File: config.mk
export PLATFORM = sky130hd
export DESIGN_NAME = apb_seq_top
export DESIGN_NICKNAME = d
export VERILOG_FILES = /design/src/rtl/apb_seq_pkg.sv /design/src/rtl/apb_seq_fsm.sv /design/src/rtl/apb_seq_cmd.sv /design/src/rtl/apb_seq_rsp.sv /design/src/rtl/apb_seq_top.sv
export SDC_FILE = /design/constraint.sdc
export NUM_CORES = 1
export LEC_CHECK = 0
export BUFFER_PORTS_ARGS = -buffer_cell sky130_fd_sc_hd__buf_2
export CAP_MARGIN = 40
export CELL_PAD_IN_SITES_DETAIL_PLACEMENT = 0
export CELL_PAD_IN_SITES_GLOBAL_PLACEMENT = 1
export CORE_ASPECT_RATIO = 0.9
export CORE_UTILIZATION = 36
export DETAILED_ROUTE_END_ITERATION = 6
export GPL_TIMING_DRIVEN = 0
export PLACE_DENSITY_LB_ADDON = 0.2
export SLEW_MARGIN = 20
export SYNTH_ARGS = -nofsm -noshare
export SYNTH_HDL_FRONTEND = slang
export SYNTH_HIERARCHICAL = 1
export SYNTH_SLANG_ARGS = --single-unit
File: constraint.sdc
create_clock -name clk -period 2.6 [get_ports clk]
set_input_delay 0.52 -clock clk [delete_from_list [all_inputs] [get_ports clk]]
set_output_delay 0.52 -clock clk [all_outputs]
set_load 0.1 [all_outputs]
File: src/rtl/apb_seq_pkg.sv
package apb_seq_pkg;

  // Encoding is fixed: bus phase decode depends on it
  typedef enum logic [1:0] {
    ST_IDLE   = 2'b00,
    ST_SETUP  = 2'b01,
    ST_ACCESS = 2'b10
  } seq_state_t;

endpackage

File: src/rtl/apb_seq_fsm.sv
module apb_seq_fsm
  import apb_seq_pkg::*;
(
  input  logic       clk,
  input  logic       rst_n,
  input  logic       req_valid,
  input  logic       pready,
  output seq_state_t state_o,
  output logic       psel_o,
  output logic       penable_o,
  output logic       req_ready_o,
  output logic       accept_o,
  output logic       finish_o
);

  seq_state_t state_q, state_d;
  logic       psel_q, penable_q;

  always_comb begin
    finish_o    = (state_q == ST_ACCESS) && pready;
    req_ready_o = (state_q == ST_IDLE) || finish_o;
    accept_o    = req_valid && req_ready_o;
    state_d     = state_q;
    unique case (state_q)
      ST_IDLE:   if (accept_o) state_d = ST_SETUP;
      ST_SETUP:  state_d = ST_ACCESS;
      ST_ACCESS: if (pready) state_d = accept_o ? ST_SETUP : ST_IDLE;
      default:   state_d = ST_IDLE;
    endcase
  end

  // Bus control flops are loaded from the next state so they are true registers
  always_ff @(posedge clk) begin
    if (!rst_n) begin
      state_q   <= ST_IDLE;
      psel_q    <= 1'b0;
      penable_q <= 1'b0;
    end else begin
      state_q   <= state_d;
      psel_q    <= (state_d != ST_IDLE);
      penable_q <= (state_d == ST_ACCESS);
    end
  end

  assign state_o   = state_q;
  assign psel_o    = psel_q;
  assign penable_o = penable_q;

  assert_idle_quiet_R1: assert property (@(posedge clk) disable iff (!rst_n)
    (state_q == ST_IDLE) |-> (!psel_q && !penable_q));

  assert_setup_flags_R2: assert property (@(posedge clk) disable iff (!rst_n)
    (state_q == ST_SETUP) |-> (psel_q && !penable_q));

  assert_setup_once_R2: assert property (@(posedge clk) disable iff (!rst_n)
    (state_q == ST_SETUP) |=> (state_q == ST_ACCESS && psel_q && penable_q));

  assert_wait_hold_R3: assert property (@(posedge clk) disable iff (!rst_n)
    (state_q == ST_ACCESS && !pready) |=> (state_q == ST_ACCESS));

endmodule

File: src/rtl/apb_seq_cmd.sv
module apb_seq_cmd #(
  parameter int AW = 32,
  parameter int DW = 32
) (
  input  logic          clk,
  input  logic          rst_n,
  input  logic          load,
  input  logic          req_write,
  input  logic [AW-1:0] req_addr,
  input  logic [DW-1:0] req_wdata,
  output logic [AW-1:0] paddr_o,
  output logic          pwrite_o,
  output logic [DW-1:0] pwdata_o
);

  logic [AW-1:0] addr_q;
  logic          write_q;
  logic [DW-1:0] wdata_q;

  // Loaded only at acceptance, so set-up and every wait cycle see one value
  always_ff @(posedge clk) begin
    if (!rst_n) begin
      addr_q  <= '0;
      write_q <= 1'b0;
      wdata_q <= '0;
    end else if (load) begin
      addr_q  <= req_addr;
      write_q <= req_write;
      wdata_q <= req_wdata;
    end
  end

  assign paddr_o  = addr_q;
  assign pwrite_o = write_q;
  assign pwdata_o = wdata_q;

endmodule

File: src/rtl/apb_seq_rsp.sv
module apb_seq_rsp #(
  parameter int DW = 32
) (
  input  logic          clk,
  input  logic          rst_n,
  input  logic          finish,
  input  logic          is_write,
  input  logic [DW-1:0] prdata,
  input  logic          pslverr,
  output logic          rsp_valid_o,
  output logic [DW-1:0] rsp_rdata_o,
  output logic          rsp_err_o
);

  logic          valid_q;
  logic [DW-1:0] rdata_q;
  logic          err_q;

  always_ff @(posedge clk) begin
    if (!rst_n) begin
      valid_q <= 1'b0;
      rdata_q <= '0;
      err_q   <= 1'b0;
    end else begin
      valid_q <= finish;
      if (finish) begin
        rdata_q <= is_write ? '0 : prdata;
        err_q   <= pslverr;
      end
    end
  end

  assign rsp_valid_o = valid_q;
  assign rsp_rdata_o = rdata_q;
  assign rsp_err_o   = err_q;

  assert_rsp_follows_R8: assert property (@(posedge clk) disable iff (!rst_n)
    finish |=> rsp_valid_o);

  assert_rsp_pulse_R8: assert property (@(posedge clk) disable iff (!rst_n)
    rsp_valid_o |=> !rsp_valid_o);

  assert_write_zero_R9: assert property (@(posedge clk) disable iff (!rst_n)
    (finish && is_write) |=> (rsp_rdata_o == '0));

endmodule

File: src/rtl/apb_seq_top.sv
module apb_seq_top
  import apb_seq_pkg::*;
#(
  parameter int AW = 32,
  parameter int DW = 32
) (
  input  logic          clk,
  input  logic          rst_n,
  input  logic          req_valid,
  output logic          req_ready,
  input  logic          req_write,
  input  logic [AW-1:0] req_addr,
  input  logic [DW-1:0] req_wdata,
  output logic          rsp_valid,
  output logic [DW-1:0] rsp_rdata,
  output logic          rsp_err,
  output logic [AW-1:0] paddr,
  output logic          psel,
  output logic          penable,
  output logic          pwrite,
  output logic [DW-1:0] pwdata,
  input  logic          pready,
  input  logic [DW-1:0] prdata,
  input  logic          pslverr
);

  seq_state_t state;
  logic       accept;
  logic       finish;

  apb_seq_fsm u_fsm (
    .clk         (clk),
    .rst_n       (rst_n),
    .req_valid   (req_valid),
    .pready      (pready),
    .state_o     (state),
    .psel_o      (psel),
    .penable_o   (penable),
    .req_ready_o (req_ready),
    .accept_o    (accept),
    .finish_o    (finish)
  );

  apb_seq_cmd #(.AW(AW), .DW(DW)) u_cmd (
    .clk       (clk),
    .rst_n     (rst_n),
    .load      (accept),
    .req_write (req_write),
    .req_addr  (req_addr),
    .req_wdata (req_wdata),
    .paddr_o   (paddr),
    .pwrite_o  (pwrite),
    .pwdata_o  (pwdata)
  );

  apb_seq_rsp #(.DW(DW)) u_rsp (
    .clk         (clk),
    .rst_n       (rst_n),
    .finish      (finish),
    .is_write    (pwrite),
    .prdata      (prdata),
    .pslverr     (pslverr),
    .rsp_valid_o (rsp_valid),
    .rsp_rdata_o (rsp_rdata),
    .rsp_err_o   (rsp_err)
  );

  assert_bus_hold_R4: assert property (@(posedge clk) disable iff (!rst_n)
    (psel && penable) |-> ($stable(paddr) && $stable(pwrite) && $stable(pwdata)));

  assert_ready_gate_R5: assert property (@(posedge clk) disable iff (!rst_n)
    req_ready |-> (!psel || (penable && pready)));

  assert_idle_ready_R5: assert property (@(posedge clk) disable iff (!rst_n)
    (state == ST_IDLE) |-> req_ready);

  assert_err_sample_R10: assert property (@(posedge clk) disable iff (!rst_n)
    rsp_valid |-> (rsp_err == $past(pslverr)));

endmodule

# Word-level counts from Yosys, hierarchy flattened
# Index checks and enable logic that the tools add are counted.
# word_totals
register_bits,103
latch_bits,0
mem_bits_rw,0
mem_bits_ro,0
in_bits,102
output_inout_bits,102
word_cells,22
n_memories,0
# classes
add_sub_neg,0
mul,0
n_div,0
n_lt_le_gt_ge,0
eq_ne,3
shifts,0
muxes,5
bitwise_logic,0
n_reduce_logical,5
# ops
operator,count
2-to-1 mux 32 bit,1
case mux 2 bit (3 select lines),1
"equality test 2 bit, second input constant",2
2-to-1 mux 2 bit,2
"equality test 2 x 1 -> 1 bit, second input constant",1
logical AND 1 bit,2
logical NOT 2 bit,1
nonzero test 2 bit,1
logical OR 1 bit,1
2-to-1 mux 1 bit,1

# Depth between registers and ports, before layout
# Gate-level depths: netlist of the first run.
# logic_depth
depth_word,8
ltp_mapped,6
mapped_depth_nobuf,4

# By module
# Netlist of the first run, hierarchy kept.
# by_module_without_submodules
module,n_inst,cells_each,area_each_um2,seq_area_each_um2
apb_seq_cmd,1,209,2504.9,1301.2
apb_seq_rsp,1,147,1440.1,680.7
apb_seq_fsm,1,15,178.9,80.1

# Worst setup path before layout of the first run
# No wires, ideal clock.
# synth_path
kind,input to output
start,input pready
end,output req_ready
t_arrival_ns,1.809
required_time_ns,2.080
path_slack_ns,0.271
cell_stages,2
path_buffers,0
cell_sequence,nor2b_4 -> nor2_1
# synth_between
elab_chain_len,2
# synth_rtl
element,line_no,rtl
"start, declared",apb_seq_top.sv:22,"input logic pready,"
logical AND 1 bit,apb_seq_fsm.sv:20,finish_o = (state_q == ST_ACCESS) && pready;
logical OR 1 bit,apb_seq_fsm.sv:21,req_ready_o = (state_q == ST_IDLE) || finish_o;
"end, declared",apb_seq_top.sv:10,"output logic req_ready,"
# No other way between the ends.

# Worst setup path after layout of the first run
# layout_path
start,register u_fsm.state_q[1] (netlist: u_fsm/state_o[1])
end,output req_ready
# layout_between
elab_chain_len,3
elab_cells_between_ends,4
classes_between,eq/ne (1); reduce/logical (3)
# layout_rtl
element,line_no,rtl
"start, declared",apb_seq_fsm.sv:16,"seq_state_t state_q, state_d;"
"start signal, assigned",apb_seq_fsm.sv:39,state_q <= state_d;
equality test 2 bit,apb_seq_fsm.sv:20,
logical AND 1 bit,apb_seq_fsm.sv:20,
logical OR 1 bit *,apb_seq_fsm.sv:21,
# Mark *: on every way between the ends. The rest lies on a longest branch, timed or not.

==> results of run 1 <==
==> stage by stage <==
step / cell area (µm²) / worst slack (ps) / power, mW / util (%) / cells
final: 5590 / 741 / 3.95 / 50.9 / 740
after global routing: 5590 / 655 / 4.12 / 50.9 / 740
after CTS: 5590 / 714 / 4.01 / 50.9 / 740
after detailed placement: 5330 / 737 / 2.77 / 48.5 / 726
after global placement: 5330 / 795 / 2.76 / 48.5 / 726
after floorplan: 4120 / 271 / 2.56 / - / 371
==> worst max-delay path, delay by kind of cell, from the launching register on <==
family | cells | cell delay (ps)
flip-flops | 1 | 340
buffers and inverters | 1 | 440
AND/OR/NAND/NOR | 2 | 230
==> cell usage after synthesis <==
cell type  instances  area, µm²
nor2_1             1       3.75
buf_6              4       45.0
nand4b_1           1       8.76
buf_12             5        100
and2b_1            1       7.51
and2_1             1       6.26
o21ai_0            1       5.00
nor2b_4            1       13.8
nor3b_1            1       7.51
nor3b_2            1       12.5
buf_4              3       22.5
nor2b_1           66        413
buf_2              7       35.0
o21ai_2           30        263
dfxtp_1          103       2060
o21a_1             2       15.0
mux2i_1           66        661
nor4bb_2           1       16.3
nand3b_1          32        240
nand2b_4           1       13.8
nand2_1           33        124
and3b_1            1       8.76
clkbuf_1           8       30.0
o311a_1            1       10.0
==> where the power goes <==
group          switching, mW  internal, mW
combinational          0.778         0.256
clock                  0.558         0.666
sequential            0.0393          1.66
total                   1.37          2.58
==> registers in the layout (all words and copies together) (netlist names) <==
name / flops
u_cmd/paddr_o: 32
u_cmd/pwdata_o: 32
u_rsp/rsp_rdata_o: 32
u_fsm/state_o: 2
u_cmd/pwrite_o: 1
u_fsm/penable_o: 1
u_fsm/psel_o: 1
u_rsp/rsp_err_o: 1
u_rsp/rsp_valid_o: 1
==> cell type report <==
| type | instances | area share [%] |
|---|---|---|
| Sequential cell | 103 | 36.9 |
| Clock buffer | 11 | 4.34 |
| Timing Repair Buffer | 203 | 18.2 |
| Tap cell | 152 | 3.40 |
| Clock inverter | 3 | 0.380 |
| Buffer | 27 | 4.16 |
| Multi-Input combinational cell | 241 | 32.7 |
==> final timing paths <==
path                                            start                    end  slack, ps  cells past startpoint
worst min-delay path                       prdata[10]  u_rsp/rsp_rdata_o[10]        430                      3
worst max register to register       u_fsm/state_o[1]       u_cmd/paddr_o[0]       1000                      6
worst max-delay path                 u_fsm/state_o[1]              req_ready        740                      3
worst min register to register  u_rsp/rsp_rdata_o[30]  u_rsp/rsp_rdata_o[30]        480                      2
==> metal layers <==
layer	track usage, %	share of wire [%]	up-vias
met4	4.36	0.94	0
li1	-	-	1672
met2	29.0	48	105
met5	0	0	-
met3	4.92	6.4	7
met1	20.6	44	1468
==> kinds of logic (layout without fill, tap and decap cells) <==
group | after synthesis | count (layout) | share of synthesized area (%)
DFF | 103 | 103 | 50.0
AOI/OAI and AO/OA | 34 | 34 | 7.10
muxes | 66 | 66 | 16.0
and+or+nand+nor | 141 | 141 | 21.2
buffers and inverters | 27 | 244 | 5.64
==> summary.txt, run 1 <==
Synth
  – Post-Syn Area: 4120 µm²
  – Sequential fraction of the synthesis area: 50.0%
  – Seq cells post-synth: 103
  – Synth Net Count: 473
  – Synthesis Warnings: 6
  – Synth unique cells: 24
  – Post-synthesis cell count: 371
  – Post-Syn Area per Cell: 11.1 µm²

Route
  – DRT antenna net count: 0
  – DR DRC count: 0
  – Via count: 3252
  – DR WL/cell: 13.3 µm
  – WL final: 9860 µm
  – First-pass detailed-route iteration total: 4
  – Iter 0 DRT Violations: 101
  – Avg Vias per Cell: 4.39

Clock network
  – Post-CTS Hold Buffers: 0
  – CTS root buffer: clkbuf_16
  – Clk sink count: 103
  – PostCTS Resize Cnt: 0
  – Clock transition at path regs: 70 ps
  – Maximum clock insertion buffer count: 2
  – Worst-skew pair later-pin latency: 330 ps
  – CTS tree: done
  – H-tree lvl count: 3
  – TritonCTS Buffers: 9
  – Post-CTS Setup Bufs: 0

Placed design
  – Routability cong.: 0.707
  – Detailed placer's ending HPWL: 7480 µm
  – PortBufs: 203

Timing
  – Slew headroom: 66.0%
  – Final Max Slew Viols: 0
  – Post-route minimum period: 1860 ps
  – Final hold violations: 0
  – Hold slack: 428 ps
  – Final setup viols: 0
  – Total Neg Setup Slack: 0 ps
  – Clk_skew: 4.61 ps
  – Fmax: 538 MHz
  – Least-Margin Pin Slew: 513 ps
  – RSZ-0062 raised after global routing: no
  – Final Cycle Share: 71.5%

Worst setup path
  – Max Fanout on Critical Path: 5
  – CP Capture Type: output port
  – Worst Path Arrival: 1340 ps
  – Req. time, crit path: 2080 ps
  – Critical Path Max Stage Delay: 440 ps
  – Crit Path Class: reg2out
  – Worst path slowest cell: buf_2
  – Worst setup SP type: register
  – Critical-path cell list: nor2b_4, nor2_1, buf_2

Cells and area
  – FF/Latch Area: 2060 µm²
  – Layout cells sized above 1: 45.7%
  – Multi-input logic area: 1830 µm²
  – Most common cell after layout, fill and taps aside: buf_2
  – Most frequent cells in the layout: buf_2, dfxtp_1, mux2i_1, nor2b_1, nand2_1
  – Ant. Diodes: 0
  – Fill cells: 1096
  – NumNets Final: 687
  – Area grow syn2layout: 35.6%

Pwr
  – Max VDD drop: 419 µV
  – Leak Pwr: 2.70 nW
  – PD cells: 707 nW/µm²

Floorplan
  – Die width: 115 µm
  – Io pins: 204
  – Rows: 36
  – Starting Density: 37.5%
  – Core area: 11000 µm²
  – Die Y: 104 µm
  – Die Area: 11900 µm²

Hold path
  – Hold Path Class: in2reg

Flow run
  – Max-Cap Viols: 0

GRT
  – First-pass GRT wire length: 16000 µm
  – Initial antenna violation count: 0
  – Vias in the first global route: 3340
  – GRT overflow: 0
  – Overall Global Routing Usage: 16.9%
  – Largest net degree at the start of global routing: 16

Outcome
  – Status: completed
Power figures use the tool's default switching activity.
==> inputs of run 2 (changes only) <==
--- a/config.mk
+++ b/config.mk
@@ -10,7 +10,7 @@
 export CELL_PAD_IN_SITES_DETAIL_PLACEMENT = 0
 export CELL_PAD_IN_SITES_GLOBAL_PLACEMENT = 1
 export CORE_ASPECT_RATIO = 0.9
-export CORE_UTILIZATION = 36
+export CORE_UTILIZATION = 30
 export DETAILED_ROUTE_END_ITERATION = 6
 export GPL_TIMING_DRIVEN = 0
 export PLACE_DENSITY_LB_ADDON = 0.2
==> constraint.sdc (replaced) <==
create_clock -name clk -period 1.6 [get_ports clk]
set_input_delay 0.32 -clock clk [delete_from_list [all_inputs] [get_ports clk]]
set_output_delay 0.32 -clock clk [all_outputs]
set_load 0.1 [all_outputs]
==> summary.txt, run 2 (synthesis gave the netlist of run 1 again) <==
Outcome
  – Status: finished, violations left
  – Failing checks: design-rule violations

Pwr
  – Leak Pwr: 2.73 nW
  – Max VDD drop: 805 µV
  – PD cells: 1140 nW/µm²
  – Power Total: 6.50 mW

GRT
  – GRT overflow: 0
  – Initial antenna violation count: 0
  – Largest net degree at the start of global routing: 15
  – First-pass GRT wire length: 16000 µm
  – Vias in the first global route: 3208
  – Overall Global Routing Usage: 14.4%

Route
  – Via count: 3281
  – Avg Vias per Cell: 4.30
  – DRT antenna net count: 0
  – DR DRC count: 12
  – WL final: 10100 µm
  – Iter 0 DRT Violations: 104
  – DR WL/cell: 13.2 µm
  – First-pass detailed-route iteration total: 6

Floorplan
  – Io pins: 204
  – Core area: 13400 µm²
  – Die Y: 113 µm
  – Die Area: 14200 µm²
  – Die width: 126 µm
  – Starting Density: 30.9%
  – Rows: 40

Timing
  – Fmax: 652 MHz
  – Slew headroom: 65.8%
  – Clk_skew: 4.01 ps
  – Final setup viols: 0
  – Hold slack: 214 ps
  – Final Cycle Share: 95.8%
  – Post-route minimum period: 1530 ps
  – Least-Margin Pin Slew: 516 ps
  – Total Neg Setup Slack: 0 ps
  – Final Max Slew Viols: 0
  – RSZ-0062 raised after global routing: yes
  – Final hold violations: 0

Placed design
  – Routability cong.: 0.685
  – Placement Cell Area: 5350 µm²
  – PortBufs: 203
  – Detailed placer's ending HPWL: 7570 µm

Worst setup path
  – Crit path depth: 3
  – Critical-path cell list: nor2b_4, nor2_2, buf_6
  – FF-to-FF End: u_rsp/rsp_rdata_o[14]
  – Req. time, crit path: 1280 ps
  – R2R depth: 4
  – Critical Path Start: u_fsm/state_o[1]
  – CP Capture Type: output port
  – Critical Path Max Stage Delay: 370 ps
  – Worst Path Arrival: 1210 ps
  – R2r setup slk: 120 ps
  – CP bufs+invs: 1
  – Worst path top cell family by delay: flip-flops
  – Crit Path Class: reg2out
  – Crit Reg-Reg Startpoint: u_fsm/state_o[0]
  – Worst setup SP type: register
  – Max Fanout on Critical Path: 5
  – Worst path slowest cell: dfxtp_1
  – Worst Setup EP: req_ready

Cells and area
  – Fin util: 42.5%
  – Most common cell after layout, fill and taps aside: buf_2
  – Most frequent cells in the layout: buf_2, dfxtp_1, nor2b_1
  – Area grow syn2layout: 37.8%
  – Layout cells sized above 1: 46.4%
  – Cell area after layout: 5680 µm²
  – Ant. Diodes: 0
  – Fill cells: 1366
  – NumNets Final: 692

Clock network
  – CTS tree: done
  – CTS root buffer: clkbuf_16
  – Worst-skew pair later-pin latency: 340 ps
  – Maximum clock insertion buffer count: 2
  – H-tree lvl count: 3
  – Clock transition at path regs: 70 ps
  – Clk sink count: 103
  – TritonCTS Buffers: 9

Flow run
  – Max-Cap Viols: 0

Hold path
  – Hold Path Class: in2reg
==> run 2: worst min-delay path by stage <==
stage          depth (start not counted)  slack (ps)             startpoint                    end
2_1_floorplan                          1         440                  rst_n        u_fsm/penable_o
3_3_place_gp                           2         460  u_rsp/rsp_rdata_o[30]  u_rsp/rsp_rdata_o[30]
3_5_place_dp                           2         470  u_rsp/rsp_rdata_o[25]  u_rsp/rsp_rdata_o[25]
4_1_cts                                3         190             prdata[21]  u_rsp/rsp_rdata_o[21]
5_1_grt                                3         200             prdata[19]  u_rsp/rsp_rdata_o[19]
6_report                               3         210             prdata[21]  u_rsp/rsp_rdata_o[21]
==> run 2: metal layers <==
layer / vias to the layer above / wire (µm) / track usage (%)
li1: 1687 / - / -
met1: 1481 / 4360 / 17.3
met2: 106 / 4870 / 23.7
met3: 7 / 754 / 6.00
met4: 0 / 89 / 3.90
met5: - / 0 / 0
==> run 2: worst min-delay path: cells and delay by family <==
kind | cells | cell delay, ps
AOI/OAI and AO/OA | 1 | 40
buffers and inverters | 1 | 90
and+or+nand+nor | 1 | 60
==> run 2: where the power goes <==
part,switching (mW),internal (mW)
clock network,0.898,1.14
registers,0.0642,2.70
logic,1.27,0.434
==> run 2: layout make-up <==
type,instances,area [µm²],share of cell area (%)
plain buffers,27,233,4.09
clock buffers,16,272,4.78
multi-input cells,241,1850,32.5
flip-flops and latches,103,2060,36.3
well taps,168,210,3.70
repair buffers,208,1060,18.6
==> run 2: what timing repair did <==
action,4_1_cts,5_1_grt
hold endpoints to repair,0,0
hold buffers,0,0
setup endpoints to repair,1,52
gates resized for setup,1,4
pin swaps,0,0
setup buffers,0,5
==> run 2: stage by stage <==
| step | std cells | setup slack (ps) |
|---|---|---|
| 2_1_floorplan | 371 | 56.8 |
| 3_3_place_gp | 742 | -24.1 |
| 3_5_place_dp | 742 | -22.7 |
| 4_1_cts | 758 | 6.06 |
| 5_1_grt | 763 | -19.8 |
| 6_report | 763 | 66.8 |
